## src/rtl/miss_dvfs_trigger.sv

```systemverilog
module miss_dvfs_trigger #(
  parameter int LAT_W = 12
) (
  input  logic             clk,
  input  logic             rst_n,
  input  logic             proactive_en,
  input  logic [LAT_W-1:0] ramp_cycles,
  input  logic             ifetch_miss,
  input  logic             itlb_miss,
  input  logic             dispatch_stall,
  input  logic             head_load_offchip,
  input  logic             head_walk_offchip,
  input  logic             miss_return,
  input  logic             lat_valid,
  input  logic [LAT_W-1:0] lat_remaining,
  output logic             scale_down_req,
  output logic             scale_up_req
);

  typedef enum logic [1:0] {ST_HIGH, ST_LOW, ST_WAIT} st_t;

  st_t              st_q;
  logic [LAT_W-1:0] cnt_q;

  logic front_trig, load_trig, in_high, rep_ok, short_lat, cnt_done;
  logic [LAT_W-1:0] slack;

  assign front_trig = ifetch_miss | itlb_miss;
  assign load_trig  = dispatch_stall & (head_load_offchip | head_walk_offchip);
  assign in_high    = (st_q == ST_HIGH);
  assign rep_ok     = (st_q == ST_LOW) & proactive_en & lat_valid;
  assign short_lat  = (lat_remaining <= ramp_cycles);
  assign slack      = lat_remaining - ramp_cycles;
  assign cnt_done   = (st_q == ST_WAIT) & (cnt_q == '0);

  assign scale_down_req = in_high & (front_trig | load_trig);
  assign scale_up_req   = ~in_high & (miss_return | (rep_ok & short_lat) | cnt_done);

  always_ff @(posedge clk) begin
    if (!rst_n) begin
      st_q  <= ST_HIGH;
      cnt_q <= '0;
    end else begin
      case (st_q)
        ST_HIGH: if (scale_down_req) st_q <= ST_LOW;
        ST_LOW: begin
          if (scale_up_req) st_q <= ST_HIGH;
          else if (rep_ok) begin
            st_q  <= ST_WAIT;
            cnt_q <= slack - 1'b1;
          end
        end
        ST_WAIT: begin
          if (scale_up_req) st_q <= ST_HIGH;
          else cnt_q <= cnt_q - 1'b1;
        end
        default: st_q <= ST_HIGH;
      endcase
    end
  end

endmodule

```

## config.mk

```make
export PLATFORM = sky130hd
export DESIGN_NAME = miss_dvfs_trigger
export DESIGN_NICKNAME = d
export VERILOG_FILES = /design/src/rtl/miss_dvfs_trigger.sv
export SDC_FILE = /design/constraint.sdc
export NUM_CORES = 1
export LEC_CHECK = 0
export BUFFER_PORTS_ARGS = -buffer_cell sky130_fd_sc_hd__buf_4
export CORE_AREA = 2 2 63 65
export DETAILED_ROUTE_END_ITERATION = 7
export DIE_AREA = 0 0 65 67
export PLACE_DENSITY = 0.67
export SETUP_SLACK_MARGIN = 0.1
export SLEW_MARGIN = 30
export SYNTH_ARGS = -nofsm -noshare
export SYNTH_HDL_FRONTEND = slang
export SYNTH_SLANG_ARGS = --single-unit
```

## constraint.sdc

```tcl
create_clock -name clk -period 4.5 [get_ports clk]
set_clock_uncertainty 0.2 [all_clocks]
set_input_delay 0.9 -clock clk [delete_from_list [all_inputs] [get_ports clk]]
set_output_delay 0.9 -clock clk [all_outputs]
set_load 0.02 [all_outputs]
```

==> results of run 1 <==
## layout by cell type (no fill, tap or decap), drive strengths merged, types with 8 or more instances in the layout
| cell | n |
|---|---|
| buf | 36 |
| a21oi | 22 |
| inv | 21 |
| nand2 | 18 |
| nor2 | 15 |
| ha | 14 |
| dfxtp | 14 |
| o21ai | 10 |
| nor3 | 8 |
## worst max-delay path, cell delays in order
cell	delay, ns
sky130_fd_sc_hd__buf_4	0.08
sky130_fd_sc_hd__inv_1	0.03
sky130_fd_sc_hd__ha_1	0.37
sky130_fd_sc_hd__a21oi_1	0.20
sky130_fd_sc_hd__o21ai_0	0.16
sky130_fd_sc_hd__a211o_1	0.37
sky130_fd_sc_hd__o31a_4	0.36
sky130_fd_sc_hd__nor2_1	0.11
sky130_fd_sc_hd__buf_4	0.15
## per-stage QoR
step | instances | setup WS [ns]
after detailed placement | 290 | 0.672
final | 293 | 0.667
after CTS | 293 | 0.669
after floorplan | 213 | 0.691
after global placement | 290 | 0.710
after global routing | 293 | 0.521
## power by group
group | leakage, µW | internal (µW) | total, µW | switching, µW
clock network | 0.0000216 | 59.2 | 104 | 45.0
logic | 0.000720 | 79.7 | 174 | 94.2
registers | 0.000113 | 128 | 134 | 5.44
## sequential cells by signal (all words and copies together) (netlist names)
name and cells:
cnt_q 12, st_q 2
## cells by family after synthesis
logic type,count (synthesis),share of synthesized area (%)
xor gates and xnor gates,9,4.94
DFF,14,17.6
buffers and inverters,28,7.21
muxes,2,1.25
adders and majority gates,15,12.2
AOI/OAI and AO/OA,72,32.3
and+or+nand+nor,73,24.5
## area by class of cell
cell class | count | area share, %
multi-input cells | 171 | 62.2
flip-flops and latches | 14 | 14.5
repair buffers | 36 | 14.0
inverters | 21 | 4.08
well taps | 48 | 3.11
clock buffers | 3 | 2.14
## layer usage
| metal | up-vias | wire (µm) | track usage [%] | part of all wire, % |
|---|---|---|---|---|
| met5 | - | 0 | 0 | 0 |
| met3 | 10 | 241 | 4.22 | 5.9 |
| met1 | 776 | 1950 | 26.0 | 48 |
| met2 | 53 | 1830 | 33.9 | 45 |
| li1 | 852 | - | - | - |
| met4 | 0 | 75 | 5.32 | 1.8 |
## path summary, 6_finish.rpt
kind | end | start | slack [ns] | depth (start not counted)
setup / recovery | scale_up_req | ramp_cycles[7] | 0.67 | 9
hold reg to reg | cnt_q[7] | cnt_q[7] | 0.28 | 2
setup reg to reg | cnt_q[11] | cnt_q[0] | 1.99 | 9
hold / removal | cnt_q[7] | cnt_q[7] | 0.28 | 2
==> results, run 1 <==
- The average size of a mapped cell is ~7.5 µm².
- The routed via count divided by cell count is between 5 and 6.
- After clock tree synthesis, the flow added hold-fix buffers numbering 0.
- The H-tree level count is 1.
- Data on the critical path arrives at its endpoint at approximately 2.7 ns.
- TritonCTS built the clock tree.
- The peak supply drop is about 160 µV.
- The total congestion overflow is 0.
- The sequential cells in the finished layout cover a total of 280 µm².
- The leakage component of the power is approximately 0.00085 µW.
- Setup repair after global routing left no endpoint under its margin.
- STA classifies the critical path endpoint as a primary output.
- The number of resized instances in the post-cts repair step is 0.
- The routed design could run at a clock period as short as 3.83 ns.
- The worst pin sits at a relative slew slack of 42.6%.
- The ratio of final minimum period to clock period is 85.2%.
- The proportion of register bits with asynchronous set or reset after synthesis is 0%.
- The number of placement rows is 22.
- In this run the standard cell core region covers ~0.0036 mm².
- Summed over its instances, the top area cell type makes up between 15 and 20% of the synthesized netlist area.
- The y dimension of the die is between 60 and 70 µm.
- Global routing used 20.1% of the available tracks across all layers.
- The filler cells instantiated in the layout total between 300 and 400.
- Summing every instance area after synthesis gives between 0.0015 and 0.002 mm².
- The area used by multi-input combinational logic is around 0.0012 mm².
- Total power for the finished layout comes to slightly above 400 µW.
- The tool flagged a number of max-cap violations equal to 0.
- The number of slew-limit violations in the final report is 0.
- The worst setup path is launched from a primary input.
- Summing all placed instances gives a cell area of ~0.0019 mm².
- The synthesized netlist net count is approximately 260.
- For the worst setup path, the data required time is 3.40 ns.
- Yosys attributes the largest share of cell area to sky130_fd_sc_hd__dfxtp_1 18%, sky130_fd_sc_hd__ha_1 11%, sky130_fd_sc_hd__a21oi_1 6.9%.
- In this run, synthesis produced a sequential element count of 14.
- In this run the power density over the cells is between 200 and 250 mW/mm².
- The tree is rooted in a sky130_fd_sc_hd__clkbuf_8.
- Pin placement for this block handled 36 I/O pins.
- Counting the buffers created by CTS gives 3.
- The number of global-route vias before repair came to 1,579.
- The fmax is approximately 260 MHz.
- The number of warning messages in the yosys log is 0.
- The number of input and output port buffers inserted is 35.
- The DRC violation total after the first TritonRoute iteration is 73.
- The number of nets with antenna violations after routing is 0.
- The iteration count of the initial detailed-routing pass is 4.
- For this run, the share of the core covered by cells in the final layout is around 54%.
- Of the cells placed in the final design, the portion with a size suffix greater than 1 is between 20% and 30%.
- The congestion estimate from routability-driven global placement came to 0.850.
- The critical path is of the primary input to primary output type.
- The first global-routing pass estimated 6.93 mm of wire.
- The post-synthesis cell count is 213.
- The clock latency at the later pin of the worst-skew pair is 0.24 ns.
- The horizontal die dimension is approximately 65 µm.
- The total setup violations reported at the end of the flow is 0.
- The clock-pin slew reported for the worst setup and hold paths after clock tree synthesis is approximately 0.06 ns.
- In the routed design, unresolved DRC markers number 0.
- The largest fanout of any net on the critical path is 13.
- CTS saw 14 sinks.
- In this run the worst hold path is classified as register to register.
- The growth of design area from synthesis to finish is 21.0%.
- The portion of the post-synthesis area used by sequential elements is about 18%.
- The count of final hold-check violations came to 0.
- After synthesis, the netlist uses between 50 and 60 different library cells.
- The most instantiated library cell after synthesis is sky130_fd_sc_hd__a21oi_1.
- The setup fix buffers added after clock tree synthesis is 0.
- The number of enable flip-flop cells after synthesis is 0.
- The flip-flop cell with the highest count after synthesis is sky130_fd_sc_hd__dfxtp_1.
- The via count is 1,691.
- After detailed routing, the average wire length per cell comes to 14.0 µm.
- After routing the design area is between 0.0015 and 0.002 mm².
- After routing, the total negative slack on setup checks comes to 0 ns.
- After legalization and detailed placement, the total HPWL measured 3.23 mm.
- The number of antenna diodes is 0.
- At the pin with the least slew margin, the transition time is 0.859 ns.
- The largest net degree at the start of global routing is 23.
- Wires add up to roughly 4.1 mm.
- Counting along the longest clock path gives a buffer depth of 2.
- Hold is met by about 0.28 ns.
- After the last flow step, the layout net total stands at a little under 300.
- Of all cell types, the one taking the most synthesized area is sky130_fd_sc_hd__dfxtp_1.
- The flow ran to the end, and the final reports show no timing, DRC or antenna violations.
- The initial antenna violation count is 0.
- Ranked by instance count, the synthesized netlist is headed by 22 x sky130_fd_sc_hd__a21oi_1, 21 x sky130_fd_sc_hd__inv_1, 17 x sky130_fd_sc_hd__nand2_1.
- The overall die area is around 0.0044 mm².
- Once the floorplan was initialized, standard cells occupied 44.3% of the core.
Power figures use the tool's default switching activity.
==> run 2, diff against run 1 <==
--- a/config.mk
+++ b/config.mk
@@ -6,10 +6,13 @@
 export NUM_CORES = 1
 export LEC_CHECK = 0
 export BUFFER_PORTS_ARGS = -buffer_cell sky130_fd_sc_hd__buf_4
-export CORE_AREA = 2 2 63 65
+export CELL_PAD_IN_SITES_DETAIL_PLACEMENT = 2
+export CELL_PAD_IN_SITES_GLOBAL_PLACEMENT = 2
+export CORE_AREA = 2 2 73 75
+export CTS_CLUSTER_DIAMETER = 60
 export DETAILED_ROUTE_END_ITERATION = 7
-export DIE_AREA = 0 0 65 67
-export PLACE_DENSITY = 0.67
+export DIE_AREA = 0 0 75 77
+export PLACE_DENSITY_LB_ADDON = 0.1
 export SETUP_SLACK_MARGIN = 0.1
 export SLEW_MARGIN = 30
 export SYNTH_ARGS = -nofsm -noshare
==> run 2 against run 1 <==
  * Via count up 2.3%
  * Count of clock-buffer cells in the layout up 1
  * Final cell count up 8.5%
  * Largest power group unchanged
  * Clock power up 27%
  * First-iteration DRC count down 47%
  * Die area up 33%
  * Register-to-register slack worse by 0.05 ns
==> results, run 2 (same netlist as run 1, synthesis figures left out) <==
- The post-layout total power is 450 µW (+9.2%).
- The number of non-filler instances in the completed layout was 318 (+8.5%).
- The final HPWL from detailed placement is 4.28 mm (+32%).
- The ratio of final minimum period to clock period is 86.3% (+1.1 points).
- The endpoint type of the worst setup path is a primary output.
- The number of buffers inserted by hold repair at cts is 0 (unchanged).
- The data arrival at the endpoint of the critical path is 2.78 ns (+0.05 ns).
- The slew at the pin with the worst max-slew slack came to 0.931 ns (+0.0719 ns).
- The detail-routed net length per standard cell came to 16.8 µm (+20%).
- The library cell used most frequently in the layout, excluding fill and tap cells, is sky130_fd_sc_hd__buf_4.
- On the critical path the largest part of the delay comes from compound AO/OA/AOI/OAI gates.
- The number of slew-limit violations in the final report was 0 (unchanged).
- The DRC violation total after the first TritonRoute iteration was 39 (-47%).
- The largest register by flop count is cnt_q.
- The weighted congestion at the end of routability-driven global placement is 0.754 (-11%).
- The worst-case headroom to the max-slew limit was 37.8% (-4.8 points).
- The maximum number of buffers from clock root to sink is 2 (unchanged).
- The register area is 280 µm² (unchanged).
- The startpoint kind of the worst setup timing path is a primary input.
- The via count came to 1,730 (+2.3%).
- The placed standard-cell area is 0.00193 mm² (+2.3%).
- The number of input and output port buffers inserted is 35 (unchanged).
- The clock period minus final worst setup slack came to 3.88 ns (+0.0500 ns).
- The run finished with clean final reports.
- The initial antenna violation count is 0 (unchanged).
- The CTS root buffer is sky130_fd_sc_hd__clkbuf_8.
- The total congestion overflow was 0 (unchanged).
- Setup repair after global routing left no endpoint under its margin.
- The total length of routed wires is 5.33 mm (+30%).
- The iteration count of the initial detailed-routing pass is 4 (unchanged).
- The number of buffers inserted during clock tree synthesis was 3 (unchanged).
- The top cell types in the final layout, fill and taps aside, are 38 x sky130_fd_sc_hd__buf_4, 22 x sky130_fd_sc_hd__a21oi_1, 21 x sky130_fd_sc_hd__inv_1.
- The critical path goes through buf_4 -> inv_1 -> ha_1 -> a21oi_1 -> o21ai_0 -> a211o_1 -> o31a_4 -> nor2_1 -> buf_4.
- The horizontal die dimension is 75 µm (+15%).
- The total setup violations reported at the end of the flow is 0 (unchanged).
- The detailed-route DRC error count is 0 (unchanged).
- The number of nets with antenna violations after routing is 0 (unchanged).
- The class of the most critical hold timing path is register to register.
- The number of placement rows is 26 (+18%).
- The initial cell density of the core came to 32.1% (-12 points).
- The clock sink count is 14 (unchanged).
- The number of inserted filler cells in the final layout came to 589 (+55%).
- The number of global-route vias before repair is 1,794 (+14%).
- TritonCTS built the clock tree.
- The overall global routing resource usage came to 19.4% (-0.69 points).
- Counting stages on the worst path, the most repeated cell is sky130_fd_sc_hd__buf_4.
- The first-pass GRT wire length is 8.83 mm (+27%).
- The growth of design area from synthesis to finish is 24.5%.
- The clock latency at the later pin of the worst-skew pair is 0.26 ns (+0.02 ns).
- The final standard cell utilization of the core is 39.9% (-14 points).
- The count of max-cap constraint violations is 0 (unchanged).
- The aggregate negative setup slack is 0 ns (unchanged).
- The finished layout cell area came to 0.00199 mm² (+2.9%).
- The fmax was 258 MHz (-1.3%).
- The largest net degree at the start of global routing is 23 (unchanged).
- The slowest library cell on the worst path is sky130_fd_sc_hd__a211o_1.
- The overall die area is 0.00578 mm² (+33%).
- The number of top-level design ports is 36 (unchanged).
- The area used by multi-input combinational logic is 0.00120 mm² (unchanged).
- The area of the core region is 0.00498 mm² (+38%).
- The y dimension of the die is 77 µm (+15%).
- The count of buffer and inverter cells on the critical path was 3 (unchanged).
- The final net count was 298 (+0.68%).
- The peak per-stage delay on the critical path is 0.39 ns (+0.02 ns).
- The H-tree level count is 1 (unchanged).
- The largest registers in the layout are cnt_q (12), st_q (2).
- The count of placed standard cells including taps is 314 (+8.3%).
- The fraction of layout cells with a size suffix above 1 is 22.2% (+0.95 points).
- The routed via count divided by cell count was 5.44 (-5.7%).
- The number of antenna diodes is 0 (unchanged).
- The clock-pin slew reported for the worst setup and hold paths after clock tree synthesis came to 0.06 ns (about the same).
- The count of final hold-check violations is 0 (unchanged).
- The kind of critical path is primary input to primary output.
- The leakage component of the power was 0.000870 µW (+1.8%).
- The power density over cell area is 226 mW/mm² (+6.2%).
- The required arrival time at the worst endpoint is 3.40 ns (about the same).
- The number of flip-flops in the largest register is 12 (unchanged).
- The setup fix buffers added after clock tree synthesis was 0 (unchanged).
- The peak supply drop is 133 µV (-15%).
- The largest fanout of any net on the critical path is 13 (unchanged).
- The number of resized instances in the post-cts repair step is 0 (unchanged).
run 2: changes by cell type in the layout (fill, tap and decap cells not counted):
cell,delta
sky130_fd_sc_hd__buf_4,+2
sky130_fd_sc_hd__clkbuf_8,+1
run 2: final timing paths:
path | cells past startpoint | end | from | slack [ns]
min | 2 | cnt_q[7] | cnt_q[7] | 0.28
min reg2reg | 2 | cnt_q[7] | cnt_q[7] | 0.28
max | 9 | scale_up_req | ramp_cycles[7] | 0.62
max reg2reg | 4 | cnt_q[10] | st_q[1] | 1.94
run 2: power by group:
| part | total [µW] | internal [µW] | switching (µW) |
|---|---|---|---|
| combinational | 184 | 82.5 | 101 |
| sequential | 134 | 128 | 5.64 |
| clock | 132 | 77.8 | 54.6 |
run 2: metal layers:
| layer | GRT usage (%) | vias up | part of all wire, % |
|---|---|---|---|
| li1 | - | 852 | - |
| met3 | 2.89 | 4 | 2.8 |
| met5 | 0 | - | 0 |
| met2 | 33.9 | 24 | 50 |
| met4 | 1.61 | 0 | 0.34 |
| met1 | 25.8 | 850 | 47 |
run 2: per-stage QoR:
step,worst slack (ns),hold WS [ns]
global placement,0.683,0.263
floorplan,0.691,0.247
finish,0.617,0.281
CTS,0.615,0.283
detailed placement,0.628,0.273
global route,0.477,0.325
run 2: tightest hold or removal path: stages, from the launching register on:
cell                      delay (ns)
sky130_fd_sc_hd__dfxtp_1        0.31
sky130_fd_sc_hd__nand2_1        0.05
sky130_fd_sc_hd__o22ai_1        0.06
run 2: final cells by class:
class | instances | area share [%]
Timing Repair Buffer | 38 | 14.3
Tap cell | 70 | 4.41
Sequential cell | 14 | 14.1
Inverter | 21 | 3.96
Multi-Input combinational cell | 171 | 60.4
Clock buffer | 4 | 2.77
==> run 3, diff against run 2 <==
--- a/config.mk
+++ b/config.mk
@@ -8,10 +8,9 @@
 export BUFFER_PORTS_ARGS = -buffer_cell sky130_fd_sc_hd__buf_4
 export CELL_PAD_IN_SITES_DETAIL_PLACEMENT = 2
 export CELL_PAD_IN_SITES_GLOBAL_PLACEMENT = 2
-export CORE_AREA = 2 2 73 75
-export CTS_CLUSTER_DIAMETER = 60
+export CORE_AREA = 2 2 83 85
 export DETAILED_ROUTE_END_ITERATION = 7
-export DIE_AREA = 0 0 75 77
+export DIE_AREA = 0 0 85 87
 export PLACE_DENSITY_LB_ADDON = 0.1
 export SETUP_SLACK_MARGIN = 0.1
 export SLEW_MARGIN = 30
==> run 3 against run 2 <==
  * Sequential power is essentially flat
  * Count of clock-buffer cells in the layout is 1 lower
  * Flip-flop and latch count stayed put
  * Worst hold slack improved by 0.0069 ns
  * Setup slack lost 0.0057 ns
  * Die area increased by 28%
  * Total power shrank 5.9%
  * Maximum frequency fell by 0.15%
  * Global-route usage is 4.8 points lower
  * Final area is 0.82% lower
==> results, run 3 (same netlist as run 1, synthesis figures left out) <==
- The run finished with clean final reports.
- The clock sink count is 14 (unchanged).
- The root buffer cell chosen for the clock tree is sky130_fd_sc_hd__clkbuf_8.
- The worst setup path is launched from a primary input.
- The leakage component of the power is 0.000855 µW (-1.8%).
- The total length of routed wires was 5.26 mm (-1.2%).
- The ratio of final minimum period to clock period came to 86.4% (+0.13 points).
- The H-tree level count came to 1 (unchanged).
- The clock share of power is 26.0% (-3.4 points).
- The design internal power came to 268 µW (-7.3%).
- The area of the core region was 0.00657 mm² (+32%).
- Setup repair after global routing left no endpoint under its margin.
- The overall die area was 0.00740 mm² (+28%).
- The weighted congestion at the end of routability-driven global placement is 0.756 (+0.38%).
- The number of buffers inserted by hold repair at cts is 0 (unchanged).
- The final HPWL from detailed placement was 4.27 mm (-0.17%).
- The number of top-level design ports was 36 (unchanged).
- The smallest setup slack after layout came to 0.611 ns (-0.00573 ns).
- The overall global routing resource usage is 14.6% (-4.8 points).
- The relative contribution of combinational cells to total power came to 42.5% (+1.7 points).
- The total setup violations reported at the end of the flow is 0 (unchanged).
- The number of nets with antenna violations after routing was 0 (unchanged).
- The number of global-route vias before repair is 1,743 (-2.8%).
- The worst slack after detailed placement is 0.582 ns (-0.0466 ns).
- The clock-pin slew reported for the worst setup and hold paths after clock tree synthesis is 0.06 ns (about the same).
- The power density over cell area is 215 mW/mm² (-5.1%).
- The setup path with the least slack is of type primary input to primary output.
- The number of input and output port buffers inserted was 35 (unchanged).
- The CTS tree is done.
- The peak per-stage delay on the critical path is 0.38 ns (about the same).
- The switching power share of the total is 36.8% (+0.91 points).
- The routed via count divided by cell count was 5.14 (-5.5%).
- STA classifies the critical path endpoint as a primary output.
- The slew at the pin with the worst max-slew slack came to 0.891 ns (-0.0399 ns).
- The critical hold path startpoint is cnt_q[7].
- The number of resized instances in the post-cts repair step is 0 (unchanged).
- The iteration count of the initial detailed-routing pass is 4 (unchanged).
- The via count is 1,670 (-3.5%).
- The detail-routed net length per standard cell is 16.2 µm (-3.3%).
- The clock period minus final worst setup slack is 3.89 ns (+0.00573 ns).
- The DRC violation total after the first TritonRoute iteration was 25 (-36%).
- The final net count is 296 (-0.67%).
- The first-pass GRT wire length is 8.76 mm (-0.70%).
- The slowest library cell on the worst path is sky130_fd_sc_hd__ha_1.
- The growth of design area from synthesis to finish is 23.5%.
- The register-to-register setup slack is 1.90 ns (-0.04 ns).
- The worst register-to-register path begins at cnt_q[0].
- The peak supply drop was 112 µV (-16%).
- The total congestion overflow is 0 (unchanged).
- The number of slew-limit violations in the final report came to 0 (unchanged).
- Tracing the worst setup path back leads to its startpoint at ramp_cycles[7].
- The detailed-route DRC error count is 0 (unchanged).
- The number of flip-flops in the largest register is 12 (unchanged).
- The maximum number of buffers from clock root to sink came to 2 (unchanged).
- The net switching power is 156 µW (-3.5%).
- The number of inserted filler cells in the final layout is 776 (+32%).
- The largest fanout of any net on the critical path is 13 (unchanged).
- The worst-case headroom to the max-slew limit is 40.5% (+2.7 points).
- The largest net degree at the start of global routing is 24 (+4.3%).
- The count of placed standard cells including taps is 322 (+2.5%).
- The largest registers in the layout are cnt_q (12), st_q (2).
- The required arrival time at the worst endpoint is 3.40 ns (about the same).
- The y dimension of the die is 87 µm (+13%).
- The data arrival at the endpoint of the critical path is 2.79 ns (about the same).
- Traced cell by cell, the critical path runs through buf_4 -> inv_1 -> ha_1 -> a21oi_1 -> o21ai_0 -> a211o_1 -> o31a_4 -> nor2_1 -> buf_4.
- The clock latency at the later pin of the worst-skew pair is 0.25 ns (about the same).
- The most prevalent standard cell on the critical path is sky130_fd_sc_hd__buf_4.
- In the layout the commonest cells are 36 x sky130_fd_sc_hd__buf_4, 22 x sky130_fd_sc_hd__a21oi_1, 21 x sky130_fd_sc_hd__inv_1.
- The number of antenna diodes is 0 (unchanged).
- The setup fix buffers added after clock tree synthesis came to 0 (unchanged).
- The count of max-cap constraint violations was 0 (unchanged).
- The aggregate negative setup slack is 0 ns (unchanged).
- The count of final hold-check violations is 0 (unchanged).
- The tightest min-delay check is of the register to register type.
- The initial antenna violation count is 0 (unchanged).
- The most common cell after layout, fill and taps aside is sky130_fd_sc_hd__buf_4.
- The fraction of layout cells with a size suffix above 1 was 21.2% (-0.95 points).
- The initial cell density of the core is 24.3% (-7.8 points).
- The number of placement rows is 30 (+15%).
- The fraction of power consumed by sequential logic is 31.6% (+1.9 points).
- The register with the most flip-flops in the final layout is cnt_q.
- The horizontal die dimension is 85 µm (+13%).
- The fmax is 257 MHz (-0.15%).
- The number of buffers inserted during clock tree synthesis is 3 (unchanged).
- The number of non-filler instances in the completed layout came to 325 (+2.2%).
run 3: final timing paths:
check / depth (start not counted) / to
min: 2 / cnt_q[7]
min reg2reg: 2 / cnt_q[7]
max reg2reg: 9 / cnt_q[11]
max: 9 / scale_up_req
run 3: power groups by stage:
stage	combinational [µW]	sequential (µW)	clock (µW)
5_1_grt	203	135	120
3_3_place_gp	182	136	0
6_report	180	134	110
2_1_floorplan	120	135	0
3_5_place_dp	182	136	0
4_1_cts	184	134	113
run 3: cell type report:
| type | count | area, µm² | share of cell area, % |
|---|---|---|---|
| clock buffer | 3 | 41.3 | 2.09 |
| sequential | 14 | 280 | 14.2 |
| inverter | 21 | 78.8 | 4.00 |
| timing repair buffer | 36 | 270 | 13.7 |
| multi-input combinational | 171 | 1200 | 60.9 |
| tap | 80 | 100 | 5.08 |
run 3: per-stage QoR:
step / hold slack, ns / power [µW] / area (µm²) / util [%]
after global routing: 0.314 / 457 / 1970 / 30.0
final: 0.287 / 423 / 1970 / 30.0
after floorplan: 0.247 / 255 / 1600 / -
after detailed placement: 0.283 / 319 / 1930 / 29.4
after CTS: 0.290 / 431 / 1970 / 30.0
after global placement: 0.273 / 318 / 1930 / 29.4
run 3: critical path, delay by kind of cell:
family	cells	cell delay (ns)
AOI/OAI and AO/OA	4	1.14
adders and majority gates	1	0.38
buffers and inverters	3	0.25
and+or+nand+nor	1	0.12
run 3: layer usage:
metal / vias to the layer above / part of all wire (%) / track usage (%)
met1: 795 / 51 / 20.2
met3: 4 / 1.6 / 0.948
li1: 850 / - / -
met5: - / 0 / 0
met4: 0 / 1.1 / 3.90
met2: 21 / 46 / 24.6
